--- config.mk ---
export PLATFORM = sky130hd
export DESIGN_NAME = sram_ctrl
export DESIGN_NICKNAME = d
export VERILOG_FILES = /design/src/rtl/sram_ctrl.sv
export SDC_FILE = /design/constraint.sdc
export NUM_CORES = 1
export LEC_CHECK = 0
export ABC_AREA = 1
export BUFFER_PORTS_ARGS = -buffer_cell sky130_fd_sc_hd__buf_2
export CELL_PAD_IN_SITES_DETAIL_PLACEMENT = 1
export CELL_PAD_IN_SITES_GLOBAL_PLACEMENT = 1
export CORE_AREA = 5 5 94 70
export CTS_BUF_LIST = sky130_fd_sc_hd__clkbuf_8
export DETAILED_ROUTE_END_ITERATION = 16
export DIE_AREA = 0 0 99 75
export HOLD_SLACK_MARGIN = 0.05
export PLACE_DENSITY = 0.76
export SLEW_MARGIN = 30
export SYNTH_ARGS = -nofsm -noshare
export SYNTH_HDL_FRONTEND = slang
export SYNTH_SLANG_ARGS = --single-unit
--- constraint.sdc ---
create_clock -name clk -period 1.53 [get_ports clk]
set_clock_uncertainty 0.1 [all_clocks]
set_input_delay 0.0765 -clock clk [delete_from_list [all_inputs] [get_ports clk]]
set_output_delay 0.0765 -clock clk [all_outputs]
set_load 0.01 [all_outputs]
--- src/rtl/sram_ctrl.sv ---
module sram_ctrl #(
  parameter int ADDR_W    = 17,
  parameter int DATA_W    = 8,
  parameter int CLK_NS    = 20,
  parameter int T_RC_NS   = 85,
  parameter int T_AA_NS   = 85,
  parameter int T_OE_NS   = 40,
  parameter int T_WC_NS   = 85,
  parameter int T_WP_NS   = 60,
  parameter int T_AW_NS   = 70,
  parameter int T_DW_NS   = 35,
  parameter int T_REL_NS  = 35
) (
  input  logic              clk,
  input  logic              rst_n,
  input  logic              req_valid,
  output logic              req_ready,
  input  logic              req_write,
  input  logic [ADDR_W-1:0] req_addr,
  input  logic [DATA_W-1:0] req_wdata,
  output logic              rsp_valid,
  output logic [DATA_W-1:0] rsp_rdata,
  output logic [ADDR_W-1:0] sram_addr,
  output logic              sram_sel_n,
  output logic              sram_sel,
  output logic              sram_oe_n,
  output logic              sram_we_n,
  output logic [DATA_W-1:0] sram_dq_out,
  output logic              sram_dq_oe,
  input  logic [DATA_W-1:0] sram_dq_in
);

  function automatic int cyc(input int ns);
    return (ns + CLK_NS - 1) / CLK_NS;
  endfunction

  function automatic int max2(input int a, input int b);
    return (a > b) ? a : b;
  endfunction

  localparam int RD_CYC   = max2(1, max2(cyc(T_RC_NS), max2(cyc(T_AA_NS), cyc(T_OE_NS))));
  localparam int WR_CYC   = max2(1, max2(max2(cyc(T_WC_NS), cyc(T_WP_NS)),
                                         max2(cyc(T_AW_NS), cyc(T_DW_NS))));
  localparam int TURN_CYC = max2(1, cyc(T_REL_NS));
  localparam int MAX_CYC  = max2(RD_CYC, max2(WR_CYC, TURN_CYC));
  localparam int CW       = $clog2(MAX_CYC + 1);

  typedef enum logic [1:0] {S_IDLE, S_RD, S_WR, S_TURN} state_t;

  state_t            state;
  logic [CW-1:0]     cnt;
  logic              sel_q, oe_q, we_q, drv_q, rsp_q;
  logic [ADDR_W-1:0] addr_q;
  logic [DATA_W-1:0] wdat_q, rdat_q;

  wire last_rd   = (cnt == CW'(RD_CYC - 1));
  wire last_wr   = (cnt == CW'(WR_CYC - 1));
  wire last_turn = (cnt == CW'(TURN_CYC - 1));

  always_ff @(posedge clk or negedge rst_n) begin
    if (!rst_n) begin
      state  <= S_IDLE;
      cnt    <= '0;
      sel_q  <= 1'b0;
      oe_q   <= 1'b0;
      we_q   <= 1'b0;
      drv_q  <= 1'b0;
      rsp_q  <= 1'b0;
      addr_q <= '0;
      wdat_q <= '0;
      rdat_q <= '0;
    end else begin
      rsp_q <= 1'b0;
      unique case (state)
        S_IDLE: begin
          if (req_valid) begin
            addr_q <= req_addr;
            cnt    <= '0;
            sel_q  <= 1'b1;
            if (req_write) begin
              wdat_q <= req_wdata;
              we_q   <= 1'b1;
              drv_q  <= 1'b1;
              state  <= S_WR;
            end else begin
              oe_q  <= 1'b1;
              state <= S_RD;
            end
          end
        end
        S_RD: begin
          if (last_rd) begin
            rdat_q <= sram_dq_in;
            rsp_q  <= 1'b1;
            sel_q  <= 1'b0;
            oe_q   <= 1'b0;
            cnt    <= '0;
            state  <= S_TURN;
          end else begin
            cnt <= cnt + 1'b1;
          end
        end
        S_WR: begin
          if (last_wr) begin
            sel_q <= 1'b0;
            we_q  <= 1'b0;
            drv_q <= 1'b0;
            cnt   <= '0;
            state <= S_IDLE;
          end else begin
            cnt <= cnt + 1'b1;
          end
        end
        S_TURN: begin
          if (last_turn) begin
            cnt   <= '0;
            state <= S_IDLE;
          end else begin
            cnt <= cnt + 1'b1;
          end
        end
        default: state <= S_IDLE;
      endcase
    end
  end

  assign req_ready   = (state == S_IDLE);
  assign rsp_valid   = rsp_q;
  assign rsp_rdata   = rdat_q;
  assign sram_addr   = addr_q;
  assign sram_sel_n  = ~sel_q;
  assign sram_sel    = sel_q;
  assign sram_oe_n   = ~oe_q;
  assign sram_we_n   = ~we_q;
  assign sram_dq_out = wdat_q;
  assign sram_dq_oe  = drv_q;

  // cycles since output-enable last went high, saturating
  logic [CW:0] since_rd;
  always_ff @(posedge clk or negedge rst_n) begin
    if (!rst_n)                          since_rd <= '1;
    else if (oe_q)                       since_rd <= '0;
    else if (since_rd != '1)             since_rd <= since_rd + 1'b1;
  end

  assert_idle_levels_R1: assert property (@(posedge clk) disable iff (!rst_n)
    (state == S_IDLE) |-> (!sel_q && !oe_q && !we_q && !drv_q));

  assert_busy_after_take_R2: assert property (@(posedge clk) disable iff (!rst_n)
    (req_valid && req_ready) |=> !req_ready);

  assert_no_oe_we_overlap_R3: assert property (@(posedge clk) disable iff (!rst_n)
    !(!sram_oe_n && !sram_we_n));

  assert_rsp_one_cycle_R4: assert property (@(posedge clk) disable iff (!rst_n)
    rsp_valid |=> !rsp_valid);

  assert_write_stable_R5: assert property (@(posedge clk) disable iff (!rst_n)
    (!sram_we_n && $past(!sram_we_n)) |-> ($stable(sram_addr) && $stable(sram_dq_out)));

  assert_drive_only_in_write_R6: assert property (@(posedge clk) disable iff (!rst_n)
    sram_dq_oe |-> (!sram_we_n && !sram_sel_n && sram_sel));

  assert_turnaround_gap_R7: assert property (@(posedge clk) disable iff (!rst_n)
    $rose(sram_dq_oe) |-> (since_rd >= (CW+1)'(TURN_CYC)));

endmodule

Word-level counts from Yosys, hierarchy flattened
Cells that the tools add are included.
{ "totals": {"rom_bits": 0, "wordCells": 58, "mem_bits_rw": 0, "regBits": 42, "latch_bits": 0, "n_memories": 0, "inputBits": 37, "output_inout_bits": 40} }
{ "classes": {"shifts": 0, "reduce_logical": 12, "n_div": 0, "muxes": 21, "n_eq_ne": 12, "addsub": 1, "multipliers": 0, "bitwise": 3, "order_cmp": 0} }
{ "ops": {"columns": ["operator", "count"], "rows": [
  ["$reduce_and A4 Y1", 3],
  ["$mux W2", 5],
  ["$ne A2 B2 Y1 const B", 5],
  ["$mux W3", 3],
  ["$pmux W3 S3", 1],
  ["$mux W1", 8],
  ["$pmux W2 S4", 1],
  ["$pmux W1 S2", 3],
  ["$reduce_and A3 Y1", 2],
  ["$reduce_bool A2 Y1", 3],
  ["$eq A2 B2 Y1 const B", 2],
  ["$ne A2 B1 Y1 const B", 2],
  ["$reduce_and A2 Y1", 2],
  ["$add A3 B1 Y3 const B", 1],
  ["$eq A3 B1 Y1 const B", 1],
  ["$eq A3 B3 Y1 const B", 1],
  ["$not A1 Y1", 3],
  ["$eq A2 B1 Y1 const B", 1],
  ["$logic_not A2 Y1", 1],
  ["$reduce_or A2 Y1", 1]
]} }

Longest topological paths before layout
Gate-level depths: netlist (run 1).
{ "depth": {"word_depth": 4, "depth_mapped": 9, "mapped_depth_nobuf": 8} }

Worst setup path after synthesis (run 1)
No wires, ideal clock.
{ "synth_timing": {"path_kind": "register to register", "from": "register state[0]", "to": "register drv_q (netlist: sram_dq_oe)", "path_stages_with_launch": 10, "setup_time_ps": 63, "required_ps": 1367, "setup_slack_ps": 62, "synth_period_minus_slack_ps": 1468, "arrival_time_ps": 1305, "n_path_buf": 1, "cell_sequence": "dfrtp_1 inv_1 ha_1 buf_6 nand2_4 inv_6 nand2_4 o21ai_2 nand2_1 inv_1"} }
{ "synth_via": {"elab_chain_cells": 3, "elab_cells_between_ends": 8} }
{ "synth_rtl": {"columns": ["item", "line_no", "source"], "rows": [
  ["from (decl)", "50", "state_t state;"],
  ["from (signal assigned)", "62", "state <= S_IDLE;"],
  ["from (signal assigned)", "84", "state <= S_WR;"],
  ["from (signal assigned)", "87", "state <= S_RD;"],
  ["$logic_not A2 Y1 (*)", null, null],
  ["named net req_ready", "17", "output logic req_ready,"],
  ["$ne A2 B1 Y1 (no source line), or another cell as far along", null, null],
  ["$reduce_and A4 Y1 (no source line)", null, null],
  ["to (signal assigned)", "67", "drv_q <= 1'b0;"],
  ["to (signal assigned)", "83", "drv_q <= 1'b1;"],
  ["to (signal assigned)", "107", "drv_q <= 1'b0;"],
  ["to (decl)", "52", "logic sel_q, oe_q, we_q, drv_q, rsp_q;"]
]} }
The timed path passes the listed nets; every way through them passes the cells marked *.
A chain may end at the register's enable or synchronous reset.

Worst setup path in the final report (run 1)
{ "layout_timing": {"from": "register state[0]", "to": "output req_ready"} }
{ "layout_via": {"elab_chain_cells": 1} }
{ "layout_rtl": {"columns": ["item", "line_no", "source"], "rows": [
  ["$logic_not A2 Y1", "127", "assign req_ready = (state == S_IDLE);"],
  ["to (decl)", "17", null]
]} }
No other way between the ends.

==> results of run 1 <==
[cells by family after synthesis]
| group | after synthesis | share of synthesized area (%) |
|---|---|---|
| adders and majority gates | 8 | 5.377 |
| DFF | 42 | 56.45 |
| AOI/OAI and AO/OA | 13 | 3.696 |
| and+or+nand+nor | 131 | 29.03 |
| buffers and inverters | 20 | 5.444 |
[metrics by stage]
step	power (W)	worst slack [ps]	std cells	instance area, um^2	util (%)
final	0.004796	76.00	409	2836	51.07
after detailed placement	0.003922	-40.81	366	2366	42.60
after floorplan	0.003027	61.99	214	1862	-
after global placement	0.003829	15.75	366	2366	42.60
after global routing	0.005179	1.900	409	2836	51.07
after CTS	0.004818	-16.23	409	2829	50.93
[worst max-delay path by stage]
| stage | slack [ps] | depth (start not counted) | end |
|---|---|---|---|
| floorplan | 60 | 9 | sram_dq_oe |
| global placement | 20 | 7 | oe_q |
| detailed placement | -40 | 7 | oe_q |
| CTS | -20 | 7 | oe_q |
| global route | 2 | 7 | cnt[2] |
| finish | 80 | 4 | req_ready |
[cell usage in the layout (no fill, tap or decap), types with 2 or more instances in the layout]
cell type and count:
nand2_1 111, inv_2 4, a21oi_1 5, o21ai_1 3, buf_12 2, buf_2 76
o21ai_0 4, nand2_2 2, nand4_1 2, inv_1 9, dlygate4sd3_1 35, clkbuf_8 6
ha_1 6, dfrtp_1 42, nand3_1 11, nand2_4 4, buf_4 4
[critical path, delay by kind of cell (launching register included)]
kind,cells,cell delay (ps)
adder cells (fa/ha/maj),1,180
buffers and inverters,3,400
flip-flops,1,400
[registers in the layout (all words and copies together) (netlist names)]
register     cells
cnt              3
oe_q             1
rsp_rdata        8
rsp_valid        1
sram_addr       17
sram_dq_oe       1
sram_dq_out      8
sram_sel         1
state            2
[area by class of cell]
class | instances | area [um^2]
tap | 75 | 93.84
sequential | 42 | 1051
timing repair buffer | 117 | 800.8
fill | 689 | 2718
inverter | 15 | 63.81
clock buffer | 6 | 82.58
multi-input combinational | 152 | 732.0
clock inverter | 2 | 12.51
[power groups by stage]
stage | Clock (W) | Combinational [W] | Sequential [W]
2_1_floorplan | 0 | 0.00101 | 0.00202
3_3_place_gp | 0 | 0.00201 | 0.00181
3_5_place_dp | 0 | 0.00209 | 0.00183
4_1_cts | 0.000783 | 0.00222 | 0.00182
5_1_grt | 0.000813 | 0.00248 | 0.00189
6_report | 0.000761 | 0.00221 | 0.00182
[per-layer routing]
metal	vias to the layer above	routed length, um
met2	46	3127
met5	-	0
met4	0	73
met1	902	2434
li1	903	-
met3	8	266
[timing repair]
action | CTS | global route
endpoints found under the hold margin | 76 | 0
gates resized for setup | 3 | 7
hold buffers | 35 | 0
setup endpoints to repair | 12 | 13
==> results.yml, run 1 <==
critical_path:
  slowest_stage: "dfrtp_1"
  reg2reg_slack_ps: 100
  cp_data_required_time_ps: 1350
  max_stage_delay_ps: 400
  start_kind: "flop"
  path_class: "reg -> out"
  worstPathArrival_ps: 1280
  path_cells: "inv_2 > ha_4 > buf_4 > buf_2"
  cp-startpoint: "state[0]"
  worst_setup_path_end_kind: "primary output"
  reg2reg_depth: 7
  timing.rr.end: "cnt[2]"
  reg2reg_from: "cnt[0]"
  path_max_fanout: 8
die:
  die_h_um: 75
  die_x_um: 99
  row_count: 23
  dieArea_um2: 7425
  initial_core_util_pct: 33.52
  num_io_pins: 77
  core_um2: 5554
run:
  cap_violations: 0
logic_synthesis:
  avgSynthCellArea_um2: 8.700
  yosys.area.top_type: "dfrtp_1"
  ys_seq_area_share_pct: 56.45
  synth_area_leaders: "dfrtp_1, nand2_1, ha_1"
  synth_edf_count: 0
  yosys_warnings: 0
  yosysMostFrequentCell: "nand2_1"
  syn_nets: 259
  synth_flop_cell: "dfrtp_1"
  syn_area_um2: 1862
  syn_inst: 214
  synthDistinctLibCells: 18
  synth-seq-cells: 42
  synth_top_cell_area_share_pct: 56.45
  async_flop_share_pct: 100.0
  synth_common_cells: "nand2_1, dfrtp_1, inv_1"
drt:
  drtIter0Drc: 33
  via_per_inst: 4.545
  drc_errors: 0
  vias: 1859
  wl_per_cell_um: 14.43
  antenna_left: 0
  wl_mm: 5.901
  dr.pass1.iters: 4
layout:
  drive_gt1_share_pct: 31.74
  num-nets-final: 378
  area_delta_synth_final_pct: 52.35
  antenna_cells: 0
placement:
  portBuffers: 76
  gp_congestion: 0.8041
  dpl.hpwl_mm: 3.970
sta:
  finalSetupViolCount: 0
  fmax_mhz: 687.8
  slew_violations: 0
  fin_crit_ps: 1454
  setup-tns-final_ps: 0
  hold_viol: 0
  tightestPinTransition_ps: 435.1
  rsz0062_at_grt: "false"
  relSlewSlack_pct: 70.99
  min_period_over_period_pct: 95.03
  fin_worst_hold_slack_ps: 70.87
worst_hold_path:
  hold_start: "req_write"
  hold_depth: 3
  holdPathEnd: "sram_dq_out[1]"
  hold_path_class: "in -> reg"
pwr:
  pwr-share-seq_pct: 38.0
  ir_drop_mv: 0.6803
  p_leak_nw: 1.556
  p_comb_share_pct: 46.2
  power.internal_w: 0.002833
  sw_frac_of_total_pct: 40.93
  p_per_area_nw_per_um2: 1691
  p_clk_share_pct: 15.9
  power.switching_w: 0.001963
cts:
  clockBufferDepth: 2
  postCtsSetupBuffers: 0
  cts_sinks: 42
  clock_latency_ps: 300
  cts_buffers: 5
  htreeDepth: 2
  cts_root_buffer: "clkbuf_8"
  tritoncts: "yes"
  path_clk_slew_ps: 80
global_routing:
  grtUsageMet1_pct: 19.13
  first_global_vias: 2053
  met2_usage_pct: 30.95
  overflow: 0
  grt_use_met3_pct: 3.704
  grt_usage_pct: 16.49
  grt_pass1_wl_mm: 9.763
  top_usage_layer: "met2"
  antenna_found_initial: 0
  grt_max_degree: 26
status:
  status: "completed"
(Power assumes the default switching activity.)
==> inputs of run 2 (changes only) <==
--- a/config.mk
+++ b/config.mk
@@ -9,12 +9,12 @@
 export BUFFER_PORTS_ARGS = -buffer_cell sky130_fd_sc_hd__buf_2
 export CELL_PAD_IN_SITES_DETAIL_PLACEMENT = 1
 export CELL_PAD_IN_SITES_GLOBAL_PLACEMENT = 1
-export CORE_AREA = 5 5 94 70
+export CORE_AREA = 5 5 98 72
 export CTS_BUF_LIST = sky130_fd_sc_hd__clkbuf_8
 export DETAILED_ROUTE_END_ITERATION = 16
-export DIE_AREA = 0 0 99 75
+export DIE_AREA = 0 0 103 77
 export HOLD_SLACK_MARGIN = 0.05
-export PLACE_DENSITY = 0.76
+export PLACE_DENSITY = 0.74
 export SLEW_MARGIN = 30
 export SYNTH_ARGS = -nofsm -noshare
 export SYNTH_HDL_FRONTEND = slang
==> constraint.sdc (replaced) <==
create_clock -name clk -period 1.2 [get_ports clk]
set_clock_uncertainty 0.1 [all_clocks]
set_input_delay 0.06 -clock clk [delete_from_list [all_inputs] [get_ports clk]]
set_output_delay 0.06 -clock clk [all_outputs]
set_load 0.01 [all_outputs]
==> results.yml, run 2 (same netlist as run 1, synthesis figures left out) <==
die:
  die_x_um: 103
  initial_core_util_pct: 30.69
  num_io_pins: 77
  die_h_um: 77
  core_um2: 6066
  dieArea_um2: 7931
  row_count: 24
pwr:
  p_per_area_nw_per_um2: 2225
  ir_drop_mv: 0.8521
  power.internal_w: 0.004413
  sw_frac_of_total_pct: 40.56
  p_clk_share_pct: 14.8
  power.switching_w: 0.003011
  p_comb_share_pct: 53.0
  pwr-share-seq_pct: 32.1
  p_leak_nw: 1.747
critical_path:
  cp_data_required_time_ps: 1040
  path_max_fanout: 7
  worstPathArrival_ps: 1270
  start_kind: "flop"
  path_class: "reg -> out"
  worst_setup_path_end_kind: "primary output"
cts:
  path_clk_slew_ps: 90
  cts_buffers: 5
  htreeDepth: 2
  cts_sinks: 42
  clock_latency_ps: 300
  tritoncts: "yes"
  clockBufferDepth: 2
  cts_root_buffer: "clkbuf_8"
layout:
  final_area_um2: 3337
  area_delta_synth_final_pct: 79.23
  drive_gt1_share_pct: 48.74
  antenna_cells: 0
  final_cell_mix: "nand2_1, buf_2, dfrtp_1"
  layout_commonest_cell: "nand2_1"
  num-nets-final: 401
  fin_util_pct: 55.01
  layout.cells.non_filler: 435
  largest_reg_flops: 17
drt:
  via_per_inst: 4.462
  wl_mm: 6.618
  drtIter0Drc: 42
  drc_errors: 0
  vias: 1941
  antenna_left: 0
  dr.pass1.iters: 4
  wl_per_cell_um: 15.21
sta:
  fin_crit_ps: 1427
  finalSetupViolCount: 43
  relSlewSlack_pct: 84.32
  hold_viol: 0
  min_period_over_period_pct: 119.0
  rsz0062_at_grt: "true"
  fin_ws_ps: -227.5
  setup-tns-final_ps: -6919
  fmax_mhz: 700.5
  tightestPinTransition_ps: 235.2
  slew_violations: 0
run:
  cap_violations: 0
placement:
  dp.cells: 380
  dpl.hpwl_mm: 4.041
  dpl_worst_slack_ps: -212.1
  placed_cell_area_um2: 2509
  portBuffers: 76
  gp_congestion: 0.7779
global_routing:
  grt_usage_pct: 17.35
  first_global_vias: 2179
  overflow: 0
  antenna_found_initial: 0
  grt_max_degree: 43
  grt_pass1_wl_mm: 10.69
status:
  status: "complete, but fails checks"
  violations: "setup timing"
worst_hold_path:
  hold_path_class: "in -> async"
## run 2: changes by cell type in the layout (fill, tap and decap cells not counted), moves of 3 or more
cell,previous run,this run
a21oi_1,5,2
buf_6,0,5
ha_2,1,4
nand2_2,2,24
nand2_4,4,11
buf_8,0,3
buf_4,4,15
nand3_1,11,4
ha_1,6,2
nand3_2,0,7
nand2_1,111,82
## run 2: power by group through the flow
stage	logic (W)	registers (W)	clock network (W)
2_1_floorplan	0.00142	0.00258	0
3_3_place_gp	0.00286	0.00235	0
3_5_place_dp	0.00298	0.00235	0
4_1_cts	0.00371	0.00236	0.00115
5_1_grt	0.00429	0.00246	0.00119
6_report	0.00394	0.00239	0.00110
## run 2: worst max-delay path: stages (launching register included)
cell and delay, ps:
dfrtp_1 420, inv_2 110, ha_4 230, buf_6 120, buf_6 90
## run 2: layout make-up
class	count	area, um^2
clock inverters	3	37.54
repair buffers	137	1017
inverters	15	76.32
flip-flops and latches	42	1051
well taps	78	97.59
clock buffers	5	68.82
repair inverters	1	11.26
fillers	713	2729
multi-input cells	154	977.2
## run 2: final timing paths
check	end	depth (start not counted)	slack, ps	start
min	rsp_valid	3	170	rst_n
max	req_ready	4	-230	state[0]
max reg2reg	state[0]	7	-220	state[0]
min reg2reg	sram_addr[13]	2	380	sram_addr[13]
max in group asynchronous	sram_dq_out[0]	3	630	rst_n
min in group clk	sram_addr[13]	2	380	sram_addr[13]
## run 2: what timing repair did
| action | in CTS | in global routing |
|---|---|---|
| pin swaps | 13 | 9 |
| hold endpoints to repair | 77 | 0 |
| gates resized for setup | 53 | 22 |
| hold buffers | 36 | 0 |
| setup endpoints to repair | 43 | 43 |
| gates cloned | 4 | 0 |
| setup buffers | 6 | 1 |
## run 2: per-layer routing
layer	routed length, um	part of all wire (%)	up-vias	GRT usage [%]
met4	76	1.1	0	4.657
met1	2782	42	939	21.89
met5	0	0	-	0
li1	-	-	945	-
met2	3464	52	49	30.15
met3	295	4.5	8	3.083
## run 2: per-stage QoR
step / power (W) / hold slack, ps
2_1_floorplan: 0.004006 / -335.6
3_3_place_gp: 0.005210 / -48.23
3_5_place_dp: 0.005326 / -40.79
4_1_cts: 0.007225 / 164.8
5_1_grt: 0.007933 / 219.0
6_report: 0.007424 / 165.5
==> inputs of run 3 (changes only) <==
--- a/config.mk
+++ b/config.mk
@@ -15,6 +15,7 @@
 export DIE_AREA = 0 0 103 77
 export HOLD_SLACK_MARGIN = 0.05
 export PLACE_DENSITY = 0.74
+export SETUP_SLACK_MARGIN = 0.1
 export SLEW_MARGIN = 30
 export SYNTH_ARGS = -nofsm -noshare
 export SYNTH_HDL_FRONTEND = slang
==> results.yml, run 3 (same netlist as run 1, synthesis figures left out) <==
status:
  status: "complete, but fails checks"
  violations: "setup timing"
sta:
  rsz0062_at_grt: "true"
  slew_violations: 0
  setup-tns-final_ps: -6956
  fmax_mhz: 694.5
  hold_viol: 0
  fin_crit_ps: 1440
  relSlewSlack_pct: 83.93
  tightestPinTransition_ps: 241.1
  fin_worst_hold_slack_ps: 126.6
  min_period_over_period_pct: 120.0
  fin_ws_ps: -239.8
  finalSetupViolCount: 43
die:
  die_x_um: 103
  initial_core_util_pct: 30.69
  row_count: 24
  num_io_pins: 77
  die_h_um: 77
  core_um2: 6066
  dieArea_um2: 7931
layout:
  layout_commonest_cell: "nand2_1"
  final_area_um2: 3373
  largest_reg_flops: 17
  drive_gt1_share_pct: 49.86
  antenna_cells: 0
  num-nets-final: 401
  n_fill_cell: 691
  final_cell_mix: "nand2_1, buf_2, dfrtp_1"
  area_delta_synth_final_pct: 81.18
pwr:
  ir_drop_mv: 0.7817
  p_leak_nw: 1.735
  p_clk_share_pct: 15.0
  pwr-share-seq_pct: 32.1
  power.internal_w: 0.004424
  power.switching_w: 0.002949
  p_comb_share_pct: 52.9
  power_w: 0.007373
  sw_frac_of_total_pct: 40.00
  p_per_area_nw_per_um2: 2186
cts:
  clockBufferDepth: 2
  cts_root_buffer: "clkbuf_8"
  htreeDepth: 2
  path_clk_slew_ps: 80
  cts_buffers: 5
  clock_latency_ps: 290
  cts_sinks: 42
  tritoncts: "yes"
run:
  cap_violations: 0
placement:
  portBuffers: 76
  gp_congestion: 0.8200
  dpl.hpwl_mm: 4.030
  placed_cell_area_um2: 2534
worst_hold_path:
  hold_path_class: "in -> reg"
  hold_depth: 4
drt:
  via_per_inst: 4.455
  wl_mm: 6.469
  wl_per_cell_um: 14.87
  drtIter0Drc: 23
  antenna_left: 0
  drc_errors: 0
  vias: 1938
  dr.pass1.iters: 4
global_routing:
  grt_usage_pct: 17.05
  first_global_vias: 2171
  overflow: 0
  antenna_found_initial: 0
  grt_pass1_wl_mm: 10.68
  grt_max_degree: 43
critical_path:
  start_kind: "flop"
  cp_common_cell: "nand2_1"
  path_cells: "inv_4 > ha_4 > buf_4 > o21ai_4 > nand3_2 > nand2_1 > nand2_1"
  path_max_fanout: 7
  path_class: "reg -> reg"
  worstPathArrival_ps: 1520
  crit_buf_inv: 2
  worst_setup_path_end_kind: "flop"
  path_depth: 7
  slowest_stage: "dfrtp_2"
  max_stage_delay_ps: 410
  cp_top_family: "flip-flops"
  cp_data_required_time_ps: 1280
  reg2reg_depth: 7
## run 3: repair_timing
| action | 4_1_cts | 5_1_grt |
|---|---|---|
| pin swaps | 11 | 14 |
| resized for setup | 44 | 28 |
| setup endpoints to repair | 43 | 44 |
| gates cloned | 1 | 0 |
| hold buffers | 36 | 0 |
| buffers inserted | 6 | 7 |
| endpoints found under the hold margin | 76 | 0 |
## run 3: stage by stage
| step | util [%] | cells | worst slack (ps) |
|---|---|---|---|
| after floorplan | - | 214 | -144.9 |
| final | 55.61 | 435 | -239.8 |
| after CTS | 53.36 | 430 | -203.9 |
| after global placement | 41.77 | 379 | -124.0 |
| after detailed placement | 41.77 | 379 | -204.5 |
| after global routing | 55.61 | 435 | -303.0 |
## run 3: routing by layer
metal  up-vias  wire length [um]  global-route usage [%]
li1        946                 -                       -
met1       927              2858                   21.85
met2        60              3209                   29.32
met3         5               365                   4.261
met4         0                36                   2.717
met5         -                 0                       0
## run 3: tightest hold or removal path: stages
cell and delay (ps):
buf_2 110, buf_4 190, nand3_2 80, nand2_1 40
## run 3: power by group through the flow
| stage | Sequential, W | Combinational, W | Clock [W] |
|---|---|---|---|
| floorplan | 0.00259 | 0.00146 | 0 |
| global placement | 0.00235 | 0.00290 | 0 |
| CTS | 0.00235 | 0.00366 | 0.00115 |
| detailed placement | 0.00235 | 0.00301 | 0 |
| global route | 0.00244 | 0.00432 | 0.00121 |
| finish | 0.00237 | 0.00390 | 0.00110 |
## run 3: final timing paths
kind | start | slack, ps | to
max reg2reg | state[0] | -240 | oe_q
min reg2reg | rsp_rdata[1] | 370 | rsp_rdata[1]
max in group asynchronous | rst_n | 600 | state[0]
min in group asynchronous | rst_n | 160 | cnt[2]
max | state[0] | -240 | oe_q
min | req_write | 130 | sram_dq_out[5]
## run 3: final cells by class
| type | instances | area, um^2 | share of cell area, % |
|---|---|---|---|
| clock inverter | 3 | 41.29 | 1.224 |
| multi-input combinational | 152 | 978.4 | 29.01 |
| timing repair buffer | 140 | 1056 | 31.31 |
| sequential | 42 | 1052 | 31.19 |
| tap | 78 | 97.59 | 2.893 |
| inverter | 15 | 78.83 | 2.337 |
| clock buffer | 5 | 68.82 | 2.040 |
